## config.mk

```make
export PLATFORM = sky130hd
export DESIGN_NAME = byte_mover
export DESIGN_NICKNAME = d
export VERILOG_FILES = /design/src/rtl/byte_mover.sv
export SDC_FILE = /design/constraint.sdc
export NUM_CORES = 1
export LEC_CHECK = 0
export BUFFER_PORTS_ARGS = -buffer_cell sky130_fd_sc_hd__buf_4
export CAP_MARGIN = 20
export CORE_MARGIN = 10
export CORE_UTILIZATION = 41
export CTS_BUF_LIST = sky130_fd_sc_hd__clkbuf_4
export CTS_CLUSTER_SIZE = 12
export DETAILED_ROUTE_END_ITERATION = 8
export PLACE_DENSITY = 0.69
export SYNTH_ARGS = -nofsm -noshare
export SYNTH_HDL_FRONTEND = slang
export SYNTH_SLANG_ARGS = --single-unit
```

## constraint.sdc

```tcl
create_clock -name clk -period 3.3 [get_ports clk]
set_input_delay 0.165 -clock clk [delete_from_list [all_inputs] [get_ports clk]]
set_output_delay 0.165 -clock clk [all_outputs]
set_load 0.005 [all_outputs]
```

## src/rtl/byte_mover.sv

```systemverilog
module byte_mover #(
  parameter int AW    = 32,
  parameter int LEN_W = 12
) (
  input  logic             clk,
  input  logic             rst_n,
  input  logic             sram_en,
  input  logic             cfg_we,
  input  logic [1:0]       cfg_sel,
  input  logic [31:0]      cfg_wdata,
  input  logic             cmd_valid,
  input  logic             cmd_rx,
  input  logic             cmd_start,
  input  logic             cmd_pool,
  input  logic             cmd_dma,
  output logic             busy,
  output logic             done,
  output logic             done_nak,
  output logic             done_err,
  output logic             cmd_reject,
  output logic             tx_req,
  output logic [7:0]       tx_data,
  input  logic             tx_done,
  input  logic             tx_nak,
  output logic             rx_req,
  input  logic             rx_done,
  input  logic [7:0]       rx_data,
  output logic [4:0]       pool_addr,
  output logic             pool_we,
  output logic [7:0]       pool_wdata,
  input  logic [7:0]       pool_rdata,
  output logic             mem_req,
  output logic             mem_we,
  output logic [AW-1:0]    mem_addr,
  output logic [7:0]       mem_wdata,
  input  logic [7:0]       mem_rdata,
  input  logic             mem_ack,
  input  logic             mem_err,
  output logic [31:0]      pool_ctrl,
  output logic [15:0]      byte_buf,
  output logic [AW-1:0]    dma_addr,
  output logic [LEN_W-1:0] dma_len,
  output logic             len_zero
);
  localparam int CW = 5;
  localparam logic [AW-1:0] AMASK = {2'b00, {(AW-4){1'b1}}, 2'b00};

  typedef enum logic [2:0] {S_IDLE, S_TX, S_RX, S_MRD, S_MWR} st_t;
  typedef enum logic [1:0] {M_BYTE, M_POOL, M_DMA} md_t;

  st_t st;
  md_t md;
  logic [CW-1:0] idx;
  logic [7:0]    hold;

  wire [CW-1:0] txcnt    = pool_ctrl[13:9];
  wire [CW-1:0] rxsz     = pool_ctrl[20:16];
  wire          idle     = (st == S_IDLE);
  wire          bad_sram = (cmd_pool | cmd_dma) & ~sram_en;
  wire          bad_len  = ~cmd_pool & cmd_dma & (dma_len == '0);
  wire          accept   = idle & cmd_valid & ~bad_sram & ~bad_len;
  wire [CW-1:0] idx_n    = idx + 1'b1;
  wire [CW-1:0] tx_first = cmd_start ? CW'(1) : CW'(0);

  assign busy       = ~idle;
  assign tx_req     = (st == S_TX);
  assign tx_data    = (md == M_POOL) ? pool_rdata : hold;
  assign rx_req     = (st == S_RX);
  assign pool_addr  = idx;
  assign pool_we    = (st == S_RX) & rx_done & (md == M_POOL);
  assign pool_wdata = rx_data;
  assign mem_req    = (st == S_MRD) | (st == S_MWR);
  assign mem_we     = (st == S_MWR);
  assign mem_addr   = dma_addr;
  assign mem_wdata  = hold;

  always_ff @(posedge clk) begin
    if (!rst_n) begin
      st <= S_IDLE; md <= M_BYTE; idx <= '0; hold <= '0;
      pool_ctrl <= '0; byte_buf <= '0; dma_addr <= '0; dma_len <= '0; len_zero <= 1'b0;
      done <= 1'b0; done_nak <= 1'b0; done_err <= 1'b0; cmd_reject <= 1'b0;
    end else begin
      done <= 1'b0; done_nak <= 1'b0; done_err <= 1'b0; cmd_reject <= 1'b0;
      if (idle && cfg_we) begin
        case (cfg_sel)
          2'd0: pool_ctrl[23:0] <= cfg_wdata[23:0];
          2'd1: byte_buf[7:0]   <= cfg_wdata[7:0];
          2'd2: dma_addr        <= cfg_wdata[AW-1:0] & AMASK;
          default: begin
            dma_len  <= cfg_wdata[LEN_W-1:0];
            len_zero <= (cfg_wdata[LEN_W-1:0] == '0);
          end
        endcase
      end
      case (st)
        S_IDLE: begin
          if (cmd_valid && !accept) cmd_reject <= 1'b1;
          else if (accept) begin
            md <= cmd_pool ? M_POOL : (cmd_dma ? M_DMA : M_BYTE);
            if (cmd_pool) begin
              if (cmd_rx) begin
                idx <= '0;
                if (rxsz == '0) begin pool_ctrl[28:24] <= '0; done <= 1'b1; end
                else st <= S_RX;
              end else begin
                idx <= tx_first;
                if (tx_first >= txcnt) done <= 1'b1;
                else st <= S_TX;
              end
            end else if (cmd_dma) begin
              st <= cmd_rx ? S_RX : S_MRD;
            end else begin
              hold <= byte_buf[7:0];
              st   <= cmd_rx ? S_RX : S_TX;
            end
          end
        end
        S_TX: if (tx_done) begin
          if (tx_nak) begin
            st <= S_IDLE; done <= 1'b1; done_nak <= 1'b1;
          end else begin
            case (md)
              M_POOL: begin
                idx <= idx_n;
                if (idx_n >= txcnt) begin st <= S_IDLE; done <= 1'b1; end
              end
              M_DMA: if (dma_len == '0) begin st <= S_IDLE; done <= 1'b1; end
                     else st <= S_MRD;
              default: begin st <= S_IDLE; done <= 1'b1; end
            endcase
          end
        end
        S_MRD: if (mem_ack) begin
          if (mem_err) begin
            st <= S_IDLE; done <= 1'b1; done_err <= 1'b1;
          end else begin
            hold     <= mem_rdata;
            dma_addr <= dma_addr + 1'b1;
            dma_len  <= dma_len - 1'b1;
            st       <= S_TX;
          end
        end
        S_RX: if (rx_done) begin
          case (md)
            M_POOL: begin
              idx <= idx_n;
              if (idx_n >= rxsz) begin
                pool_ctrl[28:24] <= idx_n;
                st <= S_IDLE; done <= 1'b1;
              end
            end
            M_DMA: begin hold <= rx_data; st <= S_MWR; end
            default: begin byte_buf[15:8] <= rx_data; st <= S_IDLE; done <= 1'b1; end
          endcase
        end
        S_MWR: if (mem_ack) begin
          if (mem_err) begin
            st <= S_IDLE; done <= 1'b1; done_err <= 1'b1;
          end else begin
            dma_addr <= dma_addr + 1'b1;
            dma_len  <= dma_len - 1'b1;
            if (dma_len == LEN_W'(1)) begin st <= S_IDLE; done <= 1'b1; end
            else st <= S_RX;
          end
        end
        default: st <= S_IDLE;
      endcase
    end
  end

  p_one_req_r4: assert property (@(posedge clk) disable iff (!rst_n)
    $onehot0({tx_req, rx_req, mem_req}));

  p_pool_range_r5: assert property (@(posedge clk) disable iff (!rst_n)
    (tx_req && md == M_POOL) |-> (pool_addr < txcnt));

  p_refuse_r11: assert property (@(posedge clk) disable iff (!rst_n)
    (idle && cmd_valid && (cmd_pool || cmd_dma) && !sram_en) |=> (!busy && cmd_reject));

  p_dma_step_r9: assert property (@(posedge clk) disable iff (!rst_n)
    (st == S_MRD && mem_ack && !mem_err) |=>
      (dma_len == $past(dma_len) - 1'b1 && dma_addr == $past(dma_addr) + 1'b1));

  p_err_hold_r10: assert property (@(posedge clk) disable iff (!rst_n)
    (mem_req && mem_ack && mem_err) |=> ($stable(dma_addr) && $stable(dma_len) && done_err && !busy));

  p_addr_mask_r8: assert property (@(posedge clk) disable iff (!rst_n)
    (idle && cfg_we && cfg_sel == 2'd2) |=> (dma_addr[1:0] == 2'b00 && dma_addr[AW-1:AW-2] == 2'b00));

  p_busy_cfg_r13: assert property (@(posedge clk) disable iff (!rst_n)
    (busy && cfg_we && cfg_sel == 2'd1) |=> $stable(byte_buf[7:0]));
endmodule

```

### After elaboration in Yosys (flattened, before gate mapping)

Cells that the tools add are included.

* bits of input ports: 72
* bits in latches: 0
* RAM bits: 0
* memory bits (read-only): 0
* memories kept: 0
* register bits: 112

* divide/modulo/power cells: 0
* reductions and logical operators: 26
* shifts and indexed selects: 0
* bitwise operators: 18
* mux-type cells: 86
* $lt $le $gt $ge: 3
* eq/ne operators: 29
* $mul: 0
* add/subtract/negate cells: 3

Operators with widths (count)
* 2-to-1 mux 32 bit: 5
* 2-to-1 mux 5 bit: 15
* 2-to-1 mux 8 bit: 9
* 2-to-1 mux 12 bit: 5
* 2-to-1 mux 3 bit: 13
* adder 32 x 1 -> 32 bit (second input constant): 1
* logical NOT 12 bit: 2
* one-hot mux 8 bit (3 select lines): 1
* 2-to-1 mux 1 bit: 23
* AND reduction 9 bit: 2
* inequality test 2 x 1 -> 1 bit (second input constant): 8
* inequality test 2 bit (second input constant): 8
* one-hot mux 3 bit (5 select lines): 1
* one-hot mux 5 bit (3 select lines): 1
* 2-to-1 mux 2 bit: 7
* equality test 12 x 1 -> 1 bit (second input constant): 1
* one-hot mux 3 bit (2 select lines): 2
* subtractor 12 x 1 -> 12 bit (second input constant): 1
* >= comparator 5 bit: 2
* one-hot mux 5 bit (2 select lines): 1
* AND reduction 10 bit: 1
* AND reduction 2 bit: 5
* AND reduction 3 bit: 3
* bitwise AND 1 bit: 8
* other kinds (24): 40

### Longest topological paths before layout

Gate-level depths: netlist of the first run.

* word-level depth: 9
* depth in mapped cells: 10
* gate-level depth less buffers: 9

### Worst setup path after synthesis of the first run

OpenSTA, ideal clock, no wires.

* kind: register to register
* start: register idx[0], in the netlist pool_addr[0]
* end: register pool_ctrl[25]
* required time: 3.228 ns
* buffers on the path: 1
* arrival: 2.346 ns
* stages on the path, launching flop included: 11
* slack: 0.883 ns
* clock period less this slack: 2.417 ns
* cells stage by stage: dfxtp_1 > ha_1 > xor2_1 > ha_1 > a21o_1 > a31oi_1 > o21ai_0 > a32oi_1 > or2_1 > clkbuf_1 > mux2i_1

* longest elaborated chain between the ends: 5
* elaborated cells between the ends (all ways): 8
* those cells by class: add/sub (1); order compare (1); eq/ne (1); mux (4); reduce/logical (1)

RTL lines
* from (decl): line 53 `logic [CW-1:0] idx;`
* from (signal assigned): line 106 `idx <= tx_first;`
* from (signal assigned): line 124 `idx <= idx_n;`
* from (signal assigned): line 146 `idx <= idx_n;`
* adder 5 x 1 -> 5 bit (*): line 62 `wire [CW-1:0] idx_n = idx + 1'b1;`
* branches (longest 4 deep; another with >= comparator 5 bit)
* to (signal assigned): line 148 `pool_ctrl[28:24] <= idx_n;`
* to (decl): line 39 `output logic [31:0] pool_ctrl,`

Every way passes the cells marked *. The select of a mux whose other input is x is not followed.
A chain may end at the register's enable or synchronous reset.

### Final worst setup path of the first run

* start: register idx[0], in the netlist pool_addr[0]
* end: register pool_ctrl[24]

Same word-level chain as after synthesis.

==> reports/results.tsv, run 1 <==
metric	value	unit
outcome	finished, final reports clean	
weighted congestion reported at the end of routability-driven placement	0.8799	
HPWL after detailed placement	16.58	mm
post-synth design cell area	6352	µm²
die outline area	20870	µm²
count of cells along the worst hold path	2	
post-placement cell count	1158	
leakage power figure	3.710	nW
Initial Util	41.79	%
R2R setup slack	520	ps
worst hold-check path type	input port to flip-flop	
Post-DRT Antenna Nets	0	
number of post-CTS setup repair buffers	0	
die width	144.5	µm
count of flip-flops with a built-in enable after synthesis	0	
actual slew at the worst max-slew pin	848.2	ps
DR iter-0 viols	621	
Core Footprint	15200	µm²
number of nets in the layout	1116	
wire length of the first global-routing pass	34.73	mm
overall power of the completed layout	2.902	mW
vias after detailed routing	6732	
signed area change from the synthesized netlist to the final layout	33.64	%
crit start category	flip-flop	
buffers added on ports	230	
hold endpoint	pool_addr[2]$_SDFFE_PN0P_	
routed wirelength normalized by instance count	18.76	µm
worst flop-to-flop path endpoint	pool_ctrl[24]$_SDFFE_PN0P_	
global routing usage summed across all routing layers	21.07	%
proportion of register bits with asynchronous set or reset after synthesis	0	%
top cells by area in the synthesized netlist	sky130_fd_sc_hd__dfxtp_1, sky130_fd_sc_hd__nand2_1, sky130_fd_sc_hd__a21oi_1	
final std cells w/o fill	1221	
final global-route overflow total	0	
TritonCTS clock tree	built	
critical path capture point type	flip-flop	
Yosys warnings	0	
number of core rows	45	
top-area cell type share of the netlist area	35.30	%
router iterations before antenna repair	5	
CTS root buffer	sky130_fd_sc_hd__clkbuf_4	
Final min period	2783	ps
highest clock rate	0.3593	GHz
count of maximum capacitance violations	0	
detail-routed via count per cell	5.514	
sequential element share of the synthesized area	35.30	%
most frequently used flop master after synthesis	sky130_fd_sc_hd__dfxtp_1	
commonest non-fill, non-tap cell in the layout	sky130_fd_sc_hd__buf_4	
Peak VDD IR	170.8	µV
Setup-failing EPs final	0	
leading cell types in the layout, fill and taps excluded	sky130_fd_sc_hd__buf_4, sky130_fd_sc_hd__dfxtp_1, sky130_fd_sc_hd__nand2_1	
hold path startpoint	rst_n	
count of hold-fix buffers inserted at cts	46	
cells on worst reg2reg path	9	
IO Pins	236	
pwr/cell area	341.8	nW/µm²
Die Y	144.5	µm
largest area contributor in the synthesized netlist	sky130_fd_sc_hd__dfxtp_1	
count of endpoints failing hold in the final timing report	0	
data required time of the critical path	3690	ps
source-to-sink clock delay at the later pin of the worst-skew pair	490	ps
final count of pins violating max slew	0	
Syn Area/Cell	7.766	µm²
register bit count reported by yosys	112	
utilization of the core after routing	55.84	%
via count of the first global-routing pass	6283	
clock tree buffer depth	2	
data arrival time of the worst path	3170	ps
share of final-layout standard cells stronger than drive strength 1	27.06	%
ratio of final minimum period to clock period	84.34	%
largest net degree at the start of global routing	69	
initial antenna violation count	1	
number of library cell types mapped by synthesis	70	
post-route clock skew	18.37	ps
CTS resizes	0	
headroom to the max-slew limit	43.40	%
setup total negative slack	0	ps
Clock Pin Slew Worst Setup and Hold Paths	160	ps
unrepaired setup endpoints after global routing	no	
reg2reg start	pool_addr[0]$_SDFFE_PN0P_	
drt drc	0	
post-synthesis instance total	818	
number of buffers created by CTS	9	
maximum fanout along the worst path	8	
H-tree lvl count	3	
TritonCTS sink count	112	
kind of critical path	flip-flop to flip-flop	
Detailed Route WL	22.90	mm
==> per-stage QoR <==
| stage | instance area [µm²] | setup WS [ps] | hold WS [ps] |
|---|---|---|---|
| 6_report | 8489 | 516.9 | 67.44 |
| 5_1_grt | 8489 | 245.6 | 61.88 |
| 4_1_cts | 8484 | 535.1 | 30.84 |
| 3_5_place_dp | 7919 | 560.8 | 425.0 |
| 3_3_place_gp | 7919 | 607.4 | 420.7 |
| 2_1_floorplan | 6360 | 882.6 | 283.3 |
==> layout make-up <==
cell class | count | area [µm²]
repair buffers | 287 | 2282
inverters | 26 | 97.59
diodes | 2 | 5.005
multi-input cells | 591 | 3522
fillers | 1452 | 6713
flip-flops and latches | 112 | 2242
clock buffers | 13 | 97.59
clock inverters | 2 | 7.507
well taps | 188 | 235.2
==> state kept, by name, summed over array words and instances, names as in the netlist <==
signal and count:
dma_len 12, pool_addr 5, mem_wdata 8, st 3, pool_ctrl 29, cmd_reject 1
done_err 1, len_zero 1, dma_addr 32, md 2, done 1, byte_buf 16
done_nak 1
==> cell usage after synthesis, drive strengths merged (2+ instances only) <==
cell       n
a41oi      2
a211oi     2
nand2b     8
nor3b      4
o21ai     45
a32oi      2
nor2      69
a222oi     4
mux2      10
o41ai      2
a21boi     2
nand4     12
and4       4
buf       55
o31ai      3
nor2b      4
o22ai      3
o21a       4
and2       5
or3        4
nor4bb     2
xnor2      2
a31oi     10
and3       8
nor4      13
or4        4
o221ai     2
nand3b     2
inv       26
a21oi     80
nand2    113
a22oi      8
dfxtp    112
o211ai     8
ha        17
nand3     35
a221oi     5
a21o       7
clkbuf    36
a31o       2
a2bb2oi    2
mux2i     32
nor3      29
or2        4
==> worst max-delay path, stage by stage, from the launching register on <==
cell and delay, ps:
sky130_fd_sc_hd__dfxtp_1 530, sky130_fd_sc_hd__ha_1 270, sky130_fd_sc_hd__nand3_1 110, sky130_fd_sc_hd__xnor2_1 350, sky130_fd_sc_hd__ha_1 200, sky130_fd_sc_hd__nand2_1 50, sky130_fd_sc_hd__o21ai_0 410, sky130_fd_sc_hd__a32oi_1 200
sky130_fd_sc_hd__or2_1 340, sky130_fd_sc_hd__o41ai_1 240
==> routing by layer <==
metal	track usage (%)	vias up	wire, µm
met3	4.428	25	1842
met4	6.968	0	425
met2	33.58	273	10850
li1	-	3298	-
met5	0	-	0
met1	27.64	3136	9787
==> worst max path at each step <==
stage | startpoint | end | slack, ps | depth (start not counted)
CTS | pool_addr[0]$_SDFFE_PN0P_ | pool_ctrl[24]$_SDFFE_PN0P_ | 540 | 9
global route | pool_addr[0]$_SDFFE_PN0P_ | pool_ctrl[24]$_SDFFE_PN0P_ | 250 | 9
finish | pool_addr[0]$_SDFFE_PN0P_ | pool_ctrl[24]$_SDFFE_PN0P_ | 520 | 9
floorplan | pool_addr[0]$_SDFFE_PN0P_ | pool_ctrl[25]$_SDFFE_PN0P_ | 880 | 10
detailed placement | pool_addr[0]$_SDFFE_PN0P_ | pool_ctrl[24]$_SDFFE_PN0P_ | 560 | 9
global placement | pool_addr[0]$_SDFFE_PN0P_ | pool_ctrl[25]$_SDFFE_PN0P_ | 610 | 9
==> logic make-up after synthesis <==
family	count (synthesis)	synth area share [%]
AO/OA/AOI/OAI	203	19.60
XOR/XNOR	3	0.4137
adder cells (fa/ha/maj)	17	3.348
buffers and inverters	117	9.632
flip-flops	112	35.30
multiplexers	42	6.815
other	1	0.05903
AND/OR/NAND/NOR	323	24.84
==> power by group <==
part / internal (mW) / leakage, nW / total [mW] / switching (mW)
sequential: 1.41 / 0.908 / 1.49 / 0.0823
combinational: 0.370 / 2.74 / 0.777 / 0.407
clock: 0.182 / 0.0630 / 0.631 / 0.449
No activity file was read; power rests on OpenSTA's default activity.
==> run 2, diff against run 1 <==
--- a/config.mk
+++ b/config.mk
@@ -12,7 +12,7 @@
 export CTS_BUF_LIST = sky130_fd_sc_hd__clkbuf_4
 export CTS_CLUSTER_SIZE = 12
 export DETAILED_ROUTE_END_ITERATION = 8
-export PLACE_DENSITY = 0.69
+export PLACE_DENSITY = 0.72
 export SYNTH_ARGS = -nofsm -noshare
 export SYNTH_HDL_FRONTEND = slang
 export SYNTH_SLANG_ARGS = --single-unit
==> constraint.sdc (replaced) <==
create_clock -name clk -period 2.2 [get_ports clk]
set_input_delay 0.11 -clock clk [delete_from_list [all_inputs] [get_ports clk]]
set_output_delay 0.11 -clock clk [all_outputs]
set_load 0.005 [all_outputs]
==> run 2 against run 1 <==
Net effect: register-to-register slack worse by 510 ps; clock power up 50%; critical path depth unchanged; clock skew down 2.2 ps; cell area up 7.9%; count of clock-buffer cells in the layout down 2; flip-flop and latch count unchanged; combinational power up 78%; critical endpoint is now pool_ctrl[25]$_SDFFE_PN0P_; largest cell class unchanged.
==> reports/results.tsv, run 2 (synthesized netlist as in run 1, its figures left out) <==
metric	value	unit	change
data required time of the critical path	2630	ps	-1060 ps
Clock Pin Slew Worst Setup and Hold Paths	160	ps	about the same
IO Pins	236		unchanged
post-route clock skew	16.17	ps	-2.195 ps
final-layout fill cell count	1396		-3.9%
slowest cell on the critical path	sky130_fd_sc_hd__dfxtp_2		
headroom to the max-slew limit	57.49	%	+14 points
detail-routed via count per cell	5.580		+1.2%
clock tree buffer depth	2		unchanged
Regs by FF count	dma_addr (32), pool_ctrl (29), byte_buf (16)		
die width	144.5	µm	unchanged
H-tree lvl count	3		unchanged
number of core rows	45		unchanged
worst path buffer plus inverter count	0		unchanged
wire length of the first global-routing pass	36.48	mm	+5.0%
HPWL after detailed placement	17.92	mm	+8.1%
Initial Util	41.79	%	unchanged
TritonCTS clock tree	built		
die outline area	20870	µm²	unchanged
TritonCTS sink count	112		unchanged
number of buffers created by CTS	9		unchanged
router iterations before antenna repair	5		unchanged
global routing usage summed across all routing layers	22.06	%	+1.0 points
Top delay family on crit path	compound AO/OA/AOI/OAI gates		
setup total negative slack	0	ps	unchanged
CTS root buffer	sky130_fd_sc_hd__clkbuf_4		
Post-DRT Antenna Nets	0		unchanged
overall power of the completed layout	4.525	mW	+56%
Peak VDD IR	218.4	µV	+28%
share of final-layout standard cells stronger than drive strength 1	33.42	%	+6.4 points
signed area change from the synthesized netlist to the final layout	44.26	%	
Cell Area, Placed	8346	µm²	+5.4%
Die Y	144.5	µm	unchanged
Met2 Wirelength	11.57	mm	+6.7%
drt drc	0		unchanged
total length of routed met3 wires	1.905	mm	+3.4%
actual slew at the worst max-slew pin	636.8	ps	-211.4 ps
commonest non-fill, non-tap cell in the layout	sky130_fd_sc_hd__buf_4		
leakage power figure	4.061	nW	+9.5%
source-to-sink clock delay at the later pin of the worst-skew pair	490	ps	about the same
maximum fanout along the worst path	5		-3
buffers added on ports	230		unchanged
flip-flop and latch area	2246	µm²	+0.17%
routed wirelength normalized by instance count	18.99	µm	+1.2%
pwr/cell area	493.8	nW/µm²	+44%
highest clock rate	0.4557	GHz	+27%
final count of pins violating max slew	0		unchanged
final global-route overflow total	0		unchanged
largest net degree at the start of global routing	32		-54%
unrepaired setup endpoints after global routing	yes		
DR iter-0 viols	581		-6.4%
via count of the first global-routing pass	6840		+8.9%
worst path cell trace	ha_4, xor2_4, ha_4, a21o_1, a31oi_2, o21ai_4, a32oi_2, or2_4, mux2i_1		
combined area of the multi-input logic cells	3707	µm²	+5.3%
leading cell types in the layout, fill and taps excluded	sky130_fd_sc_hd__buf_4, sky130_fd_sc_hd__nand2_1, sky130_fd_sc_hd__dfxtp_1		
number of nets in the layout	1177		+5.5%
count of maximum capacitance violations	0		unchanged
ratio of final minimum period to clock period	99.74	%	+15 points
Core Footprint	15200	µm²	unchanged
Hold Worst Slack	56.02	ps	-11.42 ps
crit start category	flip-flop		
count of endpoints failing hold in the final timing report	0		unchanged
Detailed Route WL	24.34	mm	+6.3%
critical path capture point type	flip-flop		
vias after detailed routing	7153		+6.3%
worst hold-check path type	input port to flip-flop		
outcome	finished, final reports clean		
register with the most flip-flops	dma_addr		
highest signal layer in the routed design	met4		
initial antenna violation count	1		unchanged
data arrival time of the worst path	2620	ps	-550 ps
CP dominant cell by count	sky130_fd_sc_hd__ha_4		
weighted congestion reported at the end of routability-driven placement	0.9037		+2.7%
Setup-failing EPs final	0		unchanged
flip-flop count of the largest register, all copies and words added	32		unchanged
Final min period	2194	ps	-588.8 ps
kind of critical path	flip-flop to flip-flop		
longest individual stage delay on the worst path	390	ps	-140 ps
total routed wire length on the met1 layer	10.15	mm	+3.7%
Design Area, Final	9164	µm²	+7.9%
==> run 2: layout make-up <==
| cell class | instances | share of cell area [%] |
|---|---|---|
| multi-input combinational | 592 | 40.46 |
| timing repair buffer | 347 | 30.20 |
| clock buffer | 11 | 0.9011 |
| clock inverter | 4 | 0.2458 |
| antenna | 2 | 0.05461 |
| tap | 188 | 2.567 |
| sequential | 112 | 24.51 |
| inverter | 26 | 1.065 |
==> run 2: power by group <==
| part | total, mW | internal, mW | switching [mW] |
|---|---|---|---|
| sequential | 2.20 | 2.12 | 0.0817 |
| clock | 0.947 | 0.249 | 0.698 |
| combinational | 1.38 | 0.675 | 0.704 |
| total | 4.52 | 3.04 | 1.48 |
==> run 2: final timing paths <==
kind / startpoint / end / slack (ps) / depth (start not counted)
worst max-delay path: pool_addr[0]$_SDFFE_PN0P_ / pool_ctrl[25]$_SDFFE_PN0P_ / 6 / 9
worst min-delay path: cmd_pool / md[1]$_SDFFE_PN0P_ / 60 / 3
worst max register to register: pool_addr[0]$_SDFFE_PN0P_ / pool_ctrl[25]$_SDFFE_PN0P_ / 6 / 9
worst min register to register: pool_ctrl[6]$_SDFFE_PN0P_ / pool_ctrl[6]$_SDFFE_PN0P_ / 470 / 2
==> run 2: timing repair <==
action	4_1_cts	5_1_grt
hold endpoints to repair	91	0
cloned	0	1
buffers inserted	1	6
hold buffers	47	0
resized for setup	5	28
setup endpoints to repair	8	50
pin swaps	2	13
==> run 2: worst reg2reg max path: stages (launching register included) <==
cell                      delay, ps
sky130_fd_sc_hd__dfxtp_2        390
sky130_fd_sc_hd__ha_4           190
sky130_fd_sc_hd__xor2_4         230
sky130_fd_sc_hd__ha_4           240
sky130_fd_sc_hd__a21o_1         170
sky130_fd_sc_hd__a31oi_2        190
sky130_fd_sc_hd__o21ai_4         90
sky130_fd_sc_hd__a32oi_2        250
sky130_fd_sc_hd__or2_4          210
sky130_fd_sc_hd__mux2i_1        190
==> run 2: metal layers <==
layer | vias up | global-route usage (%)
met5 | - | 0
met4 | 0 | 9.734
met3 | 47 | 4.788
met2 | 323 | 34.45
met1 | 3358 | 28.55
li1 | 3425 | -
==> run 2: per-stage QoR <==
stage                     worst slack, ps  instances  util (%)
after floorplan                     10.21        820         -
after global placement             -70.08       1210     54.90
after detailed placement           -96.85       1210     54.90
after CTS                           13.73       1273     58.85
after global routing               -54.15       1282     60.28
final                               5.727       1282     60.28
==> run 3, diff against run 2 <==
--- a/config.mk
+++ b/config.mk
@@ -5,6 +5,7 @@
 export SDC_FILE = /design/constraint.sdc
 export NUM_CORES = 1
 export LEC_CHECK = 0
+export ABC_AREA = 1
 export BUFFER_PORTS_ARGS = -buffer_cell sky130_fd_sc_hd__buf_4
 export CAP_MARGIN = 20
 export CORE_MARGIN = 10
@@ -12,7 +13,8 @@
 export CTS_BUF_LIST = sky130_fd_sc_hd__clkbuf_4
 export CTS_CLUSTER_SIZE = 12
 export DETAILED_ROUTE_END_ITERATION = 8
-export PLACE_DENSITY = 0.72
+export GPL_TIMING_DRIVEN = 0
+export PLACE_DENSITY = 0.71
 export SYNTH_ARGS = -nofsm -noshare
 export SYNTH_HDL_FRONTEND = slang
 export SYNTH_SLANG_ARGS = --single-unit
==> run 3 against run 2 <==
Net effect: die area is 8.0% higher; wire length is 10% higher; clock skew is 12 ps higher; count of clock-buffer cells in the layout stayed put; largest cell class unchanged; final cell count is 23% higher; register-to-register slack better by 90 ps.
==> reports/results.tsv, run 3 <==
metric	value	unit	change
outcome	finished, final reports clean		
Syn Area/Cell	6.556	µm²	-16%
cells on worst reg2reg path	14		+5
die width	150.1	µm	+3.9%
post-synthesis instance total	1059		+29%
most repeated cell in the gate-level netlist after synthesis	sky130_fd_sc_hd__nand2_1		
total routed wire length on the met1 layer	11.06	mm	+9.0%
n_diodes	0		-2
Peak VDD IR	408.4	µV	+87%
number of library cell types mapped by synthesis	48		-31%
highest signal layer in the routed design	met4		
count of endpoints failing hold in the final timing report	0		unchanged
wire length of the first global-routing pass	41.59	mm	+14%
post-placement cell count	1511		+25%
compound-gate portion of the synthesized area	18.51	%	-1.1 points
global routing usage summed across all routing layers	22.94	%	+0.88 points
worst flop-to-flop path endpoint	st[2]$_SDFFE_PN0P_		
data required time of the critical path	2640	ps	about the same
maximum fanout along the worst path	5		unchanged
sequential element share of the synthesized area	32.29	%	-3.0 points
Met2 Wirelength	12.49	mm	+8.0%
switching power	3.367	mW	+130%
IO Pins	236		unchanged
data arrival time of the worst path	2540	ps	-80 ps
final global-route overflow total	0		unchanged
source-to-sink clock delay at the later pin of the worst-skew pair	510	ps	+20 ps
final std cells w/o fill	1580		+23%
fraction of synthesized area in multiplexers	0	%	-6.8 points
post-synthesis xor/xnor area fraction	2.018	%	+1.6 points
largest family of logic cells by synthesized area	simple AND/OR/NAND/NOR gates		
commonest non-fill, non-tap cell in the layout	sky130_fd_sc_hd__buf_4		
share of final-layout standard cells stronger than drive strength 1	28.16	%	-5.3 points
die outline area	22540	µm²	+8.0%
top-area cell type share of the netlist area	32.29	%	-3.0 points
setup total negative slack	0	ps	unchanged
count of flip-flops with a built-in enable after synthesis	0		unchanged
router iterations before antenna repair	6		+1
Clk pwr share	14.7	%	-6.2 points
vias after detailed routing	8102		+13%
Post-Synth Adder-Cell Area	3.064	%	-0.28 points
crit start category	flip-flop		
number of core rows	47		+4.4%
register with the most flip-flops	dma_addr		
actual slew at the worst max-slew pin	834.6	ps	+197.9 ps
Yosys warnings	0		unchanged
Die Y	150.1	µm	+3.9%
Seq pwr share	34.4	%	-14 points
HPWL after detailed placement	20.63	mm	+15%
highest clock rate	0.4760	GHz	+4.4%
reg2reg start	pool_addr[0]$_SDFFE_PN0P_		
post-route clock skew	28.59	ps	+12.42 ps
Clock Pin Slew Worst Setup and Hold Paths	170	ps	about the same
initial antenna violation count	0		-1
utilization of the core after routing	59.29	%	-0.99 points
flip-flop count of the largest register, all copies and words added	32		unchanged
drt drc	0		unchanged
register bit count reported by yosys	112		unchanged
leading cell types in the layout, fill and taps excluded	sky130_fd_sc_hd__buf_4, sky130_fd_sc_hd__nand2_1, sky130_fd_sc_hd__nor2_1		
number of nets in the layout	1444		+23%
proportion of register bits with asynchronous set or reset after synthesis	0	%	unchanged
simple-gate share of the synthesized area	29.54	%	+4.7 points
H-tree lvl count	3		unchanged
critical path capture point type	flip-flop		
hold endpoint	dma_addr[31]$_SDFF_PN0_		
CTS root buffer	sky130_fd_sc_hd__clkbuf_4		
buffers added on ports	230		unchanged
routed wirelength normalized by instance count	16.96	µm	-11%
kind of critical path	flip-flop to flip-flop		
number of buffers created by CTS	9		unchanged
TritonCTS clock tree	built		
clock tree buffer depth	2		unchanged
pwr/cell area	816.7	nW/µm²	+65%
detail-routed via count per cell	5.128		-8.1%
DR iter-0 viols	577		-0.69%
largest area contributor in the synthesized netlist	sky130_fd_sc_hd__dfxtp_1		
total length of routed met3 wires	2.768	mm	+45%
Setup-failing EPs final	0		unchanged
most frequently used flop master after synthesis	sky130_fd_sc_hd__dfxtp_1		
hold path startpoint	mem_err		
TritonCTS sink count	112		unchanged
signed area change from the synthesized netlist to the final layout	41.61	%	
count of cells along the worst hold path	6		+3
ratio of final minimum period to clock period	95.49	%	-4.2 points
leading cell types by count after synthesis	sky130_fd_sc_hd__nand2_1, sky130_fd_sc_hd__nor2_1, sky130_fd_sc_hd__inv_1, sky130_fd_sc_hd__a21oi_1, sky130_fd_sc_hd__dfxtp_1		
Post-DRT Antenna Nets	0		unchanged
Final min period	2101	ps	-93.43 ps
switching part of the total power	41.93	%	+9.1 points
final count of pins violating max slew	0		unchanged
worst hold-check path type	input port to flip-flop		
leakage power figure	4.678	nW	+15%
via count of the first global-routing pass	7871		+15%
Core Footprint	16580	µm²	+9.1%
Initial Util	41.87	%	+0.081 points
internal power summed over all cells	4.663	mW	+53%
Detailed Route WL	26.79	mm	+10%
post-synth design cell area	6943	µm²	+9.3%
Regs by FF count	dma_addr (32), pool_ctrl (29), byte_buf (16)		
R2R setup slack	100	ps	+90 ps
largest net degree at the start of global routing	17		-47%
Hold Worst Slack	39.44	ps	-16.58 ps
count of maximum capacitance violations	0		unchanged
combinational group share of total power	50.9	%	+20 points
top cells by area in the synthesized netlist	sky130_fd_sc_hd__dfxtp_1, sky130_fd_sc_hd__nand2_1, sky130_fd_sc_hd__a21oi_1		
weighted congestion reported at the end of routability-driven placement	0.9540		+5.6%
headroom to the max-slew limit	44.36	%	-13 points
-- run 3: how the worst max path moves through the flow --
stage	start	end	slack [ps]	depth (start not counted)
2_1_floorplan	pool_addr[0]$_SDFFE_PN0P_	pool_ctrl[24]$_SDFFE_PN0P_	40	14
3_3_place_gp	pool_addr[0]$_SDFFE_PN0P_	pool_ctrl[24]$_SDFFE_PN0P_	-350	15
3_5_place_dp	pool_addr[0]$_SDFFE_PN0P_	pool_ctrl[24]$_SDFFE_PN0P_	-370	14
4_1_cts	pool_addr[0]$_SDFFE_PN0P_	pool_ctrl[27]$_SDFFE_PN0P_	7	15
5_1_grt	pool_addr[0]$_SDFFE_PN0P_	pool_ctrl[24]$_SDFFE_PN0P_	-20	14
6_report	pool_addr[0]$_SDFFE_PN0P_	st[2]$_SDFFE_PN0P_	100	14
-- run 3: cells by family after synthesis --
group                      count (synthesis)
adders and majority gates                 17
AOI/OAI and AO/OA                        244
buffers and inverters                    210
other                                      1
DFF                                      112
xor gates and xnor gates                  16
and+or+nand+nor                          459
-- run 3: area by class of cell --
type | instances | area (µm²)
fillers | 1607 | 6751
multi-input cells | 739 | 3896
repair buffers | 284 | 2252
flip-flops and latches | 112 | 2248
plain buffers | 79 | 511.7
inverters | 130 | 494.2
well taps | 220 | 275.3
clock buffers | 11 | 82.58
clock inverters | 5 | 71.32
-- run 3: power groups by stage --
stage               Clock, mW  Combinational, mW  Sequential, mW
finish                   1.18               4.09            2.76
global route             1.28               4.57            2.81
CTS                      1.20               3.94            2.74
detailed placement          0               3.79            2.79
global placement            0               3.74            2.79
floorplan                   0               2.26            2.74
-- run 3: stage by stage --
stage / total power, mW / setup slack (ps) / cell area (µm²)
floorplan: 4.999 / 44.50 / 6950
global placement: 6.525 / -347.1 / 8952
detailed placement: 6.581 / -373.7 / 8952
CTS: 7.881 / 6.500 / 9654
global route: 8.652 / -21.08 / 9832
finish: 8.030 / 99.16 / 9832
-- run 3: routing by layer --
| layer | vias up | track usage, % |
|---|---|---|
| met5 | - | 0 |
| met4 | 0 | 5.491 |
| met3 | 40 | 8.043 |
| met2 | 372 | 37.62 |
| met1 | 3707 | 28.22 |
| li1 | 3983 | - |
-- run 3: repair_timing --
item | CTS | global route
pin swaps | 3 | 14
gates resized for setup | 13 | 32
setup endpoints to repair | 17 | 31
buffers inserted | 3 | 3
hold endpoints to repair | 80 | 0
hold buffers | 48 | 0
-- run 3: critical path: stages, from the launching register on --
cell and delay [ps]:
sky130_fd_sc_hd__dfxtp_4 390, sky130_fd_sc_hd__buf_4 150, sky130_fd_sc_hd__nand3_4 90, sky130_fd_sc_hd__xor2_4 210
sky130_fd_sc_hd__ha_1 340, sky130_fd_sc_hd__nand2_4 70, sky130_fd_sc_hd__a21oi_4 140, sky130_fd_sc_hd__nor2_4 50
sky130_fd_sc_hd__nand3_1 100, sky130_fd_sc_hd__nand2_2 70, sky130_fd_sc_hd__nor2_4 150, sky130_fd_sc_hd__nand2_2 80
sky130_fd_sc_hd__nand2_1 60, sky130_fd_sc_hd__nand2_1 50, sky130_fd_sc_hd__nor2_1 70
